[src/rtl/wb_xfer_engine.sv]
module wb_xfer_engine #(
  parameter int AW = 32,
  parameter int DW = 32,
  parameter int LENW = 4,
  parameter int TIMEOUT = 16,
  parameter logic [AW-1:0] ADR_OFFSET = '0,
  parameter bit OFFSET_SUB = 1'b0
) (
  input  logic            clk,
  input  logic            rst,
  input  logic            dq_empty,
  input  logic [AW-1:0]   dq_addr,
  input  logic [DW/8-1:0] dq_be,
  input  logic            dq_burst,
  input  logic [LENW-1:0] dq_len,
  input  logic            dq_write,
  output logic            dq_pop,
  input  logic            wf_empty,
  input  logic [DW-1:0]   wf_data,
  output logic            wf_pop,
  output logic            rf_push,
  output logic [DW-1:0]   rf_data,
  output logic            rf_err,
  input  logic            cmd_continue,
  input  logic            cmd_abort,
  output logic            st_valid,
  output logic [AW-1:0]   st_addr,
  output logic [DW-1:0]   st_data,
  output logic [AW-1:0]   wb_adr_o,
  output logic [DW-1:0]   wb_dat_o,
  output logic [DW/8-1:0] wb_sel_o,
  output logic            wb_we_o,
  output logic            wb_cyc_o,
  output logic            wb_stb_o,
  input  logic [DW-1:0]   wb_dat_i,
  input  logic            wb_ack_i,
  input  logic            wb_err_i,
  input  logic            wb_rty_i
);
  localparam int SW  = DW / 8;
  localparam int BSH = $clog2(SW);
  localparam int TW  = $clog2(TIMEOUT + 1);

  typedef enum logic [2:0] {S_IDLE, S_WR, S_RD, S_WRTY, S_RRTY, S_STALL} state_t;

  state_t          state;
  logic [LENW-1:0] beat;
  logic            drain;
  logic [TW-1:0]   tcnt;

  logic [LENW-1:0] beats;
  logic            last, bus_on, quiet, tmo, fail, retry, ok, drain_step, step;
  logic [AW-1:0]   byte_addr;

  assign beats      = (dq_burst && dq_len != '0) ? dq_len : LENW'(1);
  assign last       = (beat == beats - LENW'(1));
  assign bus_on     = (state == S_WR && !drain && !wf_empty) || state == S_RD;
  assign quiet      = !(wb_ack_i || wb_err_i || wb_rty_i);
  assign tmo        = bus_on && quiet && tcnt == TW'(TIMEOUT - 1);
  assign fail       = bus_on && (wb_err_i || tmo);
  assign retry      = bus_on && wb_rty_i && !wb_err_i;
  assign ok         = bus_on && wb_ack_i && !wb_err_i && !wb_rty_i;
  assign drain_step = state == S_WR && drain && !wf_empty;
  assign step       = (state == S_WR && (ok || drain_step)) || (state == S_RD && (ok || fail));

  assign byte_addr = dq_addr + (AW'(beat) << BSH);

  assign wb_cyc_o = bus_on;
  assign wb_stb_o = bus_on;
  assign wb_we_o  = (state == S_WR);
  assign wb_adr_o = OFFSET_SUB ? byte_addr - ADR_OFFSET : byte_addr + ADR_OFFSET;
  assign wb_sel_o = dq_burst ? {SW{1'b1}} : dq_be;
  assign wb_dat_o = wf_data;

  assign dq_pop  = step && last;
  assign wf_pop  = state == S_WR && (ok || drain_step);
  assign rf_push = state == S_RD && (ok || fail);
  assign rf_err  = fail;
  assign rf_data = ok ? wb_dat_i : '0;

  assign st_valid = state == S_WR && fail;
  assign st_addr  = byte_addr;
  assign st_data  = wf_data;

  always_ff @(posedge clk) begin
    if (rst) begin
      state <= S_IDLE;
      beat  <= '0;
      drain <= 1'b0;
      tcnt  <= '0;
    end else begin
      tcnt <= (bus_on && quiet && !tmo) ? tcnt + TW'(1) : '0;
      case (state)
        S_IDLE: if (!dq_empty) begin
          state <= dq_write ? S_WR : S_RD;
          beat  <= '0;
          drain <= 1'b0;
        end
        S_WR: begin
          if (fail) state <= S_STALL;
          else if (retry) state <= S_WRTY;
          else if (step) begin
            if (last) begin
              state <= S_IDLE;
              drain <= 1'b0;
            end else beat <= beat + LENW'(1);
          end
        end
        S_RD: begin
          if (retry) state <= S_RRTY;
          else if (step) begin
            if (last) state <= S_IDLE;
            else beat <= beat + LENW'(1);
          end
        end
        S_WRTY: state <= S_WR;
        S_RRTY: state <= S_RD;
        S_STALL: begin
          if (cmd_abort) begin
            state <= S_WR;
            drain <= 1'b1;
          end else if (cmd_continue) state <= S_WR;
        end
        default: state <= S_IDLE;
      endcase
    end
  end

  assert_retry_gap_R2: assert property (@(posedge clk) disable iff (rst)
    retry |=> !wb_cyc_o) else $error("retry gap");

  assert_stall_quiet_R3: assert property (@(posedge clk) disable iff (rst)
    (state == S_STALL) |-> (!wb_cyc_o && !wf_pop && !dq_pop)) else $error("stall activity");

  assert_drain_no_bus_R4: assert property (@(posedge clk) disable iff (rst)
    wf_pop && !wb_cyc_o |-> drain) else $error("pop without bus");

  assert_read_side_R5: assert property (@(posedge clk) disable iff (rst)
    rf_push |-> (wb_cyc_o && !wb_we_o)) else $error("read push outside read");

  assert_status_write_R8: assert property (@(posedge clk) disable iff (rst)
    st_valid |=> !wb_cyc_o) else $error("status without stall");

  assert_watchdog_bound_R9: assert property (@(posedge clk) disable iff (rst)
    tcnt < TW'(TIMEOUT)) else $error("watchdog overrun");

  assert_pop_gap_R10: assert property (@(posedge clk) disable iff (rst)
    dq_pop |=> !wb_cyc_o) else $error("no gap after descriptor");
endmodule

[config.mk]
export PLATFORM = sky130hd
export DESIGN_NAME = wb_xfer_engine
export DESIGN_NICKNAME = d
export VERILOG_FILES = /design/src/rtl/wb_xfer_engine.sv
export SDC_FILE = /design/constraint.sdc
export NUM_CORES = 1
export LEC_CHECK = 0
export BUFFER_PORTS_ARGS = -buffer_cell sky130_fd_sc_hd__buf_2
export CORE_AREA = 2 2 110 112
export CTS_BUF_LIST = sky130_fd_sc_hd__clkbuf_4 sky130_fd_sc_hd__clkbuf_8
export DETAILED_ROUTE_END_ITERATION = 8
export DIE_AREA = 0 0 112 114
export GPL_TIMING_DRIVEN = 0
export HOLD_SLACK_MARGIN = 0.15
export PLACE_DENSITY = 0.64
export SYNTH_ARGS = -nofsm -noshare
export SYNTH_HDL_FRONTEND = slang
export SYNTH_SLANG_ARGS = --single-unit
export TNS_END_PERCENT = 20
[constraint.sdc]
create_clock -name clk -period 3.5 [get_ports clk]
set_input_delay 0.7 -clock clk [delete_from_list [all_inputs] [get_ports clk]]
set_output_delay 0.7 -clock clk [all_outputs]
set_load 0.1 [all_outputs]
-- Word level (Yosys, flattened, before mapping)
Index checks and enable logic that the tools add are counted.
- latch bits: 0
- bits in read-only memories: 0
- register bits after elaboration: 13
- output and inout bits: 172
- bits of input ports: 115
- memory bits (writable): 0
- memories: 0
- word-level logic and storage cells: 88
- magnitude comparators: 0
- shift operators: 0
- reductions and logical operators: 39
- bitwise gates (word level): 1
- equality and inequality tests: 14
- multipliers: 0
- add/sub/neg operators: 4
- divide/modulo/power cells: 0
- multiplexer cells: 26
- operator list (kind ; number):
    adder 32 x 6 -> 32 bit ; 1
    two-way mux 32 bit ; 1
    two-way mux 4 bit ; 7
    two-way mux 3 bit ; 8
    logical AND 1 bit ; 18
    case mux 3 bit (6 select lines) ; 1
    case mux 4 bit (3 select lines) ; 1
    != test 2 bit (second input constant) ; 4
    logical OR 1 bit ; 7
    AND reduction 7 bit ; 1
    equality test 3 x 2 -> 1 bit (second input constant) ; 2
    equality test 3 bit (second input constant) ; 2
    zero test 1 bit ; 6
    two-way mux 1 bit ; 6
    nonzero test 3 bit ; 2
    adder 5 x 1 -> 5 bit (second input constant) ; 1
    equality test 5 x 4 -> 1 bit (second input constant) ; 1
    adder 4 x 1 -> 4 bit (second input constant) ; 1
    equality test 4 bit ; 1
    != test 2 x 1 -> 1 bit (second input constant) ; 2
    nonzero test 4 bit ; 1
    subtractor 4 x 1 -> 4 bit (second input constant) ; 1
    equality test 3 x 1 -> 1 bit (second input constant) ; 1
    zero test 3 bit ; 1
    other kinds (7) ; 7

-- Depth between registers and ports, before layout
Gate-level depths: netlist (run 1).
- word-level depth: 15
- mapped depth: 10
- mapped depth without buffers: 9

-- Worst setup path after synthesis (run 1)
OpenSTA, ideal clock, no wires.
- kind: in2out
- start point: input dq_addr[2]
- end point: output wb_adr_o[18]
- stages: 10
- slack: -1.375 ns
- path buffers: 1
- data arrival time: 4.175 ns
- data required time: 2.800 ns
- cell sequence: ha_1 inv_1 fa_1 inv_1 a21o_1 a21oi_1 nor3_1 nand4_1 xnor2_1 buf_4
- longest elaborated chain between the ends: 1
- ends and longest elaborated chain (element ; line ; RTL):
    start: declaration ; 12 ; input logic [AW-1:0] dq_addr,
    adder 32 x 6 -> 32 bit ; 66 ; assign byte_addr = dq_addr + (AW'(beat) << BSH);
    end: declaration ; 29 ; output logic [AW-1:0] wb_adr_o,
Every way passes these cells.

-- Final worst setup path (run 1)
- start point: input dq_addr[2]
- end point: output wb_adr_o[30]
Same word-level chain as after synthesis.

==> flow_metrics.env, run 1 <==
export IMPL_outcome="completed"
export IMPL_combPwrFrac_pct=80.2
export IMPL_startpoint_type="input port"
export IMPL_num_antenna_cells=0
export IMPL_end_kind="output pin"
export IMPL_multiInputGateArea_um2=1910
export IMPL_drive_gt1_share_pct=67.9
export IMPL_tns_ps=0
export IMPL_skew_ps=2.63
export IMPL_ios=287
export IMPL_yosysTopAreaCellShare_pct=29.1
export IMPL_p_sw_mw=0.961
export IMPL_wl_um=10100
export IMPL_ctsHoldBuffers=0
export IMPL_max_freq_mhz=291
export IMPL_yosysUniqueCellTypes=48
export IMPL_rows=40
export IMPL_synth_area_per_cell_um2=7.13
export IMPL_numPortBuffers=251
export IMPL_ys_warn_count=0
export IMPL_synth_xor_area_share_pct=11.3
export IMPL_wl_per_cell_um=13.3
export IMPL_yosysSeqAreaShare_pct=10.2
export IMPL_clk_path_buf_depth=2
export IMPL_p_int_mw=0.508
export IMPL_syn_nets=482
export IMPL_antenna_found_initial=0
export IMPL_p_per_area_nw_per_um2=304
export IMPL_power_switching_share_pct=65.4
export IMPL_drt_pass1_iterations=4
export IMPL_critical_path_required_ps=2800
export IMPL_fin_crit_ps=3440
export IMPL_total_power_mw=1.47
export IMPL_hpwlAfterDp_um=8820
export IMPL_cp_max_fo=5
export IMPL_synth_top_cell_by_area="buf_4"
export IMPL_grt_pass1_vias=3133
export IMPL_seq_area_um2=262
export IMPL_core_um2=11700
export IMPL_worst_pin_slew_ps=872
export IMPL_yosys_most_used_dff="dfxtp_1"
export IMPL_setup_viol=0
export IMPL_cts_buffers_inserted=3
export IMPL_syn2layout_area_growth_pct=89.7
export IMPL_gp_congestion=0.889
export IMPL_yosys_area_share_simple_pct=30.6
export IMPL_p_leak_nw=2.59
export IMPL_cts_root_buf="clkbuf_8"
export IMPL_placed_area_um2=4450
export IMPL_fp_dieW_um=112
export IMPL_vdd_drop_max_v=0.000259
export IMPL_synth_mux_area_share_pct=0.834
export IMPL_synth_area_um2=2550
export IMPL_seqPwrFrac_pct=11.0
export IMPL_synth_edf_count=0
export IMPL_grt_max_degree=11
export IMPL_grt_usage_pct=14.4
export IMPL_grt_pass1_wl_um=15400
export IMPL_start_util_pct=21.8
export IMPL_initialDrtViolationCount=106
export IMPL_clock_power_share_pct=8.8
export IMPL_clock_latency_ps=240
export IMPL_hold_path_class="reg2reg"
export IMPL_min_period_over_period_pct=98.3
export IMPL_ys_top_cells_by_area="buf_4 (29%), dfxtp_1 (10%), and2_1 (8.1%)"
export IMPL_clock_sinks=13
export IMPL_cp_arrival_ps=2740
export IMPL_nNetsFinal=742
export IMPL_maxCapViolCount=0
export IMPL_vias=3250
export IMPL_htreeDepth=1
export IMPL_finish_instance_area_um2=4840
export IMPL_timing_slew_headroom_pct=41.3
export IMPL_syn_inst=358
export IMPL_ys_seq_elements=13
export IMPL_rsz0062_at_grt="yes"
export IMPL_final_antenna_net_count=0
export IMPL_avgViaCountPerCell=4.25
export IMPL_clk_transition_reported_paths_ps=60
export IMPL_synth_fa_ha_area_share_pct=4.71
export IMPL_synth_compound_gate_area_share_pct=8.78
export IMPL_slew_violations=0
export IMPL_drc=0
export IMPL_criticalPathCategory="in2out"
export IMPL_synth_top_family_by_area="buffers and inverters"
export IMPL_postSynth_asyncResetShare_pct=0
export IMPL_fill_cells=1171
export IMPL_grt_overflow_total=0
export IMPL_fp_dieH_um=114
export IMPL_finalHoldViolations=0
export IMPL_cts_tree="built"
export IMPL_die_area_um2=12800
## critical path, cell delays in order
cell and delay [ps]:
buf_2 100, ha_4 140, inv_2 40, fa_2 350, inv_1 70, a21o_1 150, a21oi_4 120, nor3_4 250
nand4_1 260, xnor2_4 270, buf_12 130, buf_12 160
## cell usage after synthesis (4+ instances only)
cell,count
nor2b_1,4
nor2_1,27
or2_2,4
and2_1,33
dfxtp_1,13
buf_4,99
a21oi_1,8
nand2_1,21
nor3_1,16
nand2b_1,5
inv_1,19
xor2_1,13
xnor2_1,20
nand4_1,6
nand3_1,12
ha_1,8
## per-layer routing
| layer | global-route usage, % | wire length [µm] | vias to the layer above |
|---|---|---|---|
| met1 | 15.7 | 3640 | 1486 |
| met5 | 0 | 0 | - |
| met4 | 1.71 | 30 | 0 |
| met2 | 29.4 | 5630 | 172 |
| li1 | - | - | 1590 |
| met3 | 2.60 | 830 | 2 |
## power by group through the flow
stage	clock, mW	sequential, mW	combinational [mW]
6_report	0.130	0.161	1.18
3_5_place_dp	0	0.164	1.15
3_3_place_gp	0	0.164	1.14
5_1_grt	0.143	0.163	1.22
2_1_floorplan	0	0.162	0.967
4_1_cts	0.132	0.161	1.17
## flip-flops by register name, summed over array words and instances, names as in the netlist
name / cells
tcnt: 5
state: 3
beat: 4
drain: 1
## layout make-up
| cell class | instances | share of cell area [%] |
|---|---|---|
| Buffer | 106 | 18.0 |
| Clock buffer | 3 | 0.853 |
| Clock inverter | 1 | 0.103 |
| Inverter | 19 | 1.47 |
| Multi-Input combinational cell | 220 | 39.4 |
| Sequential cell | 13 | 5.40 |
| Tap cell | 147 | 3.80 |
| Timing Repair Buffer | 255 | 31.0 |
## cell usage in the layout (no fill, tap or decap), drive strengths merged, types with 2 or more instances in the layout
cell type  Yosys  final
nor2          27     27
nor4b          3      3
nand2         21     21
nor3          16     16
dfxtp         13     13
or3            2      2
and3           3      3
clkbuf         3     11
o21bai         3      3
and2          33     33
a21o           3      3
ha             8      8
nor2b          4      4
a211oi         2      2
xnor2         20     20
o21ai          5      5
nor3b          3      3
a22oi          2      2
nand4          6      6
inv           19     19
nor4           2      2
buf          103    353
nand3         12     12
a21oi          8      8
nand2b         5      5
a31oi          2      2
or2            4      4
xor2          13     13
## final timing paths
check                  start           end  slack (ps)  cells past startpoint
setup reg to reg     tcnt[0]         drain        1050                      9
setup / recovery  dq_addr[2]  wb_adr_o[30]          60                     12
hold reg to reg      tcnt[0]       tcnt[0]         460                      1
hold / removal       tcnt[0]       tcnt[0]         460                      1
## metrics by stage
stage | instances | setup WS [ps] | utilization (%) | hold WS (ps)
floorplan | 358 | -566 | - | 418
detailed placement | 756 | -307 | 38.0 | 438
finish | 764 | 60.1 | 41.3 | 457
CTS | 761 | -98.4 | 40.1 | 451
global route | 764 | -49.1 | 41.3 | 494
global placement | 756 | -261 | 38.0 | 427
## cells by family after synthesis
logic type,after synthesis
XOR/XNOR,33
flip-flops,13
buffers and inverters,125
adder cells (fa/ha/maj),9
AND/OR/NAND/NOR,144
AO/OA/AOI/OAI,32
multiplexers,2
## what timing repair did
action	CTS	global route
resized for setup	46	28
endpoints found under the setup margin	39	31
gates cloned	0	0
pin swaps	2	3
buffers inserted	1	3
Note: power is estimated with default switching activity, not from simulation.
==> run 2, diff against run 1 <==
ABC_AREA = 1   (was default)
PLACE_DENSITY = 0.67   (was 0.64)
clock period = 3.45 ns   (was 3.5 ns; I/O delays follow)
==> flow_metrics.env, run 2 <==
export IMPL_outcome="completed"
export IMPL_vdd_drop_max_v=0.000238
export IMPL_syn_inst=469
export IMPL_initialDrtViolationCount=98
export IMPL_ys_seq_elements=13
export IMPL_nNetsFinal=854
export IMPL_clock_latency_ps=250
export IMPL_final_cell_mix="buf_2 (229), buf_4 (102), inv_1 (73)"
export IMPL_core_um2=11700
export IMPL_antenna_found_initial=0
export IMPL_total_power_mw=1.44
export IMPL_clock_sinks=13
export IMPL_path_cells="buf_2 > ha_4 > nand3_1 > nand2_2 > nand2_2 > a21oi_4 > nand2_2 > nor2_4 > nand2_1 > xnor2_4 > buf_8 > buf_2"
export IMPL_gp_congestion=0.925
export IMPL_fp_dieW_um=112
export IMPL_cpMaxStageDelayCell="buf_2"
export IMPL_syn_nets=593
export IMPL_grt_overflow_total=0
export IMPL_critical_path_required_ps=2760
export IMPL_numPortBuffers=252
export IMPL_grt_usage_pct=15.8
export IMPL_rows=40
export IMPL_p_leak_nw=2.97
export IMPL_min_period_over_period_pct=97.3
export IMPL_synth_area_per_cell_um2=6.11
export IMPL_wl_per_cell_um=12.7
export IMPL_max_flop_register="tcnt"
export IMPL_final_core_util_pct=43.3
export IMPL_yosys_most_used_dff="dfxtp_1"
export IMPL_synth_most_common_cell="buf_4"
export IMPL_grt_max_degree=11
export IMPL_yosysTopAreaCellShare_pct=26.0
export IMPL_path_common_cell="nand2_2"
export IMPL_ctsHoldBuffers=0
export IMPL_finalHoldViolations=0
export IMPL_synth_area_um2=2860
export IMPL_drive_gt1_share_pct=59.3
export IMPL_yosysUniqueCellTypes=33
export IMPL_largest_register_ffs=5
export IMPL_fin_crit_ps=3360
export IMPL_top_regs="tcnt x5, beat x4, state x3"
export IMPL_rr_startpoint="tcnt[0]"
export IMPL_layout_commonest_cell="buf_2"
export IMPL_rsz0062_at_grt="yes"
export IMPL_die_area_um2=12800
export IMPL_syn2layout_area_growth_pct=77.0
export IMPL_slowest_delay_ps=410
export IMPL_yosysSeqAreaShare_pct=9.09
export IMPL_start_util_pct=24.5
export IMPL_fill_cells=1234
export IMPL_wl_um=11100
export IMPL_htreeDepth=1
export IMPL_max_freq_mhz=298
export IMPL_p_per_area_nw_per_um2=283
export IMPL_cp_arrival_ps=2670
export IMPL_ys_warn_count=0
export IMPL_cts_root_buf="clkbuf_8"
export IMPL_ios=287
export IMPL_startpoint_type="input port"
export IMPL_holdCritStartpoint="tcnt[0]"
export IMPL_num_antenna_cells=0
export IMPL_hold_path_class="reg2reg"
export IMPL_setup_viol=0
export IMPL_synth_edf_count=0
export IMPL_cts_tree="built"
export IMPL_clk_path_buf_depth=2
export IMPL_hpwlAfterDp_um=10100
export IMPL_crit_start="dq_addr[4]"
export IMPL_fp_dieH_um=114
export IMPL_synth_top_cell_by_area="buf_4"
export IMPL_cts_buffers_inserted=3
export IMPL_skew_ps=8.14
export IMPL_final_antenna_net_count=0
export IMPL_cp_max_fo=4
export IMPL_yosys_top_cells_count="buf_4 (99), inv_1 (75), nand2_1 (71)"
export IMPL_postSynth_asyncResetShare_pct=0
export IMPL_drt_pass1_iterations=4
export IMPL_grt_pass1_wl_um=16100
export IMPL_slew_violations=0
export IMPL_worst_pin_slew_ps=519
export IMPL_drc=0
export IMPL_clk_transition_reported_paths_ps=50
export IMPL_avgViaCountPerCell=4.11
export IMPL_ys_top_cells_by_area="buf_4 (26%), inv_1 (9.8%), nand2_1 (9.3%)"
export IMPL_grt_pass1_vias=3272
export IMPL_timing_slew_headroom_pct=65.6
export IMPL_vias=3600
export IMPL_r2r_setup_slack_ps=1600
export IMPL_criticalPathCategory="in2out"
export IMPL_end_kind="output pin"
export IMPL_maxCapViolCount=0
==> run 2: cell families (layout without fill, tap and decap cells) <==
logic type,count (synthesis),in the layout,share of synthesized area (%)
AND/OR/NAND/NOR,206,206,34.5
buffers and inverters,184,444,37.2
XOR/XNOR,34,34,10.4
AO/OA/AOI/OAI,23,23,4.67
flip-flops,13,13,9.09
adder cells (fa/ha/maj),9,9,4.19
==> run 2: timing repair <==
item	in CTS	in global routing
pin swaps	3	6
resized for setup	29	13
setup endpoints to repair	26	26
setup buffers	2	2
==> run 2: report_power, final <==
| group | leakage (nW) | switching (mW) | internal [mW] |
|---|---|---|---|
| logic | 2.84 | 0.868 | 0.263 |
| registers | 0.106 | 0.00714 | 0.155 |
| clock network | 0.0255 | 0.0623 | 0.0801 |
==> run 2: final timing paths <==
| path | endpoint | cells after the start |
|---|---|---|
| setup / recovery | wb_adr_o[17] | 12 |
| setup reg to reg | state[0] | 15 |
| hold / removal | tcnt[0] | 1 |
| hold reg to reg | tcnt[0] | 1 |
==> run 2: routing by layer <==
metal / GRT usage (%) / wire length (µm) / vias to the layer above
met2: 32.4 / 6120 / 183
met1: 16.3 / 3920 / 1550
met4: 3.17 / 143 / 0
li1: - / - / 1852
met5: 0 / 0 / -
met3: 3.67 / 961 / 15
==> run 2: stage by stage <==
| stage | setup TNS (ps) | worst slack, ps | area [µm²] | hold slack [ps] | std cells |
|---|---|---|---|---|---|
| 5_1_grt | -45.4 | -23.5 | 5070 | 469 | 876 |
| 6_report | 0 | 92.5 | 5070 | 449 | 876 |
| 3_3_place_gp | -2950 | -294 | 4830 | 431 | 868 |
| 3_5_place_dp | -3360 | -311 | 4830 | 438 | 868 |
| 4_1_cts | 0 | 1.10 | 5000 | 451 | 874 |
| 2_1_floorplan | -6540 | -615 | 3390 | 418 | 469 |
==> run 2: layout make-up <==
cell class / count / area (µm²) / area share [%]
timing repair buffer: 256 / 1440 / 28.5
sequential: 13 / 262 / 5.16
buffer: 104 / 876 / 17.3
clock inverter: 1 / 5.00 / 0.0987
multi-input combinational: 272 / 1960 / 38.6
tap: 147 / 184 / 3.63
clock buffer: 3 / 41.3 / 0.814
inverter: 80 / 303 / 5.97
==> run 2: critical path: cells and delay by family <==
kind	cells	cell delay, ps
fa+ha+maj	1	290
compound gates	1	160
simple gates	6	650
buf+inv	3	640
xor+xnor	1	220
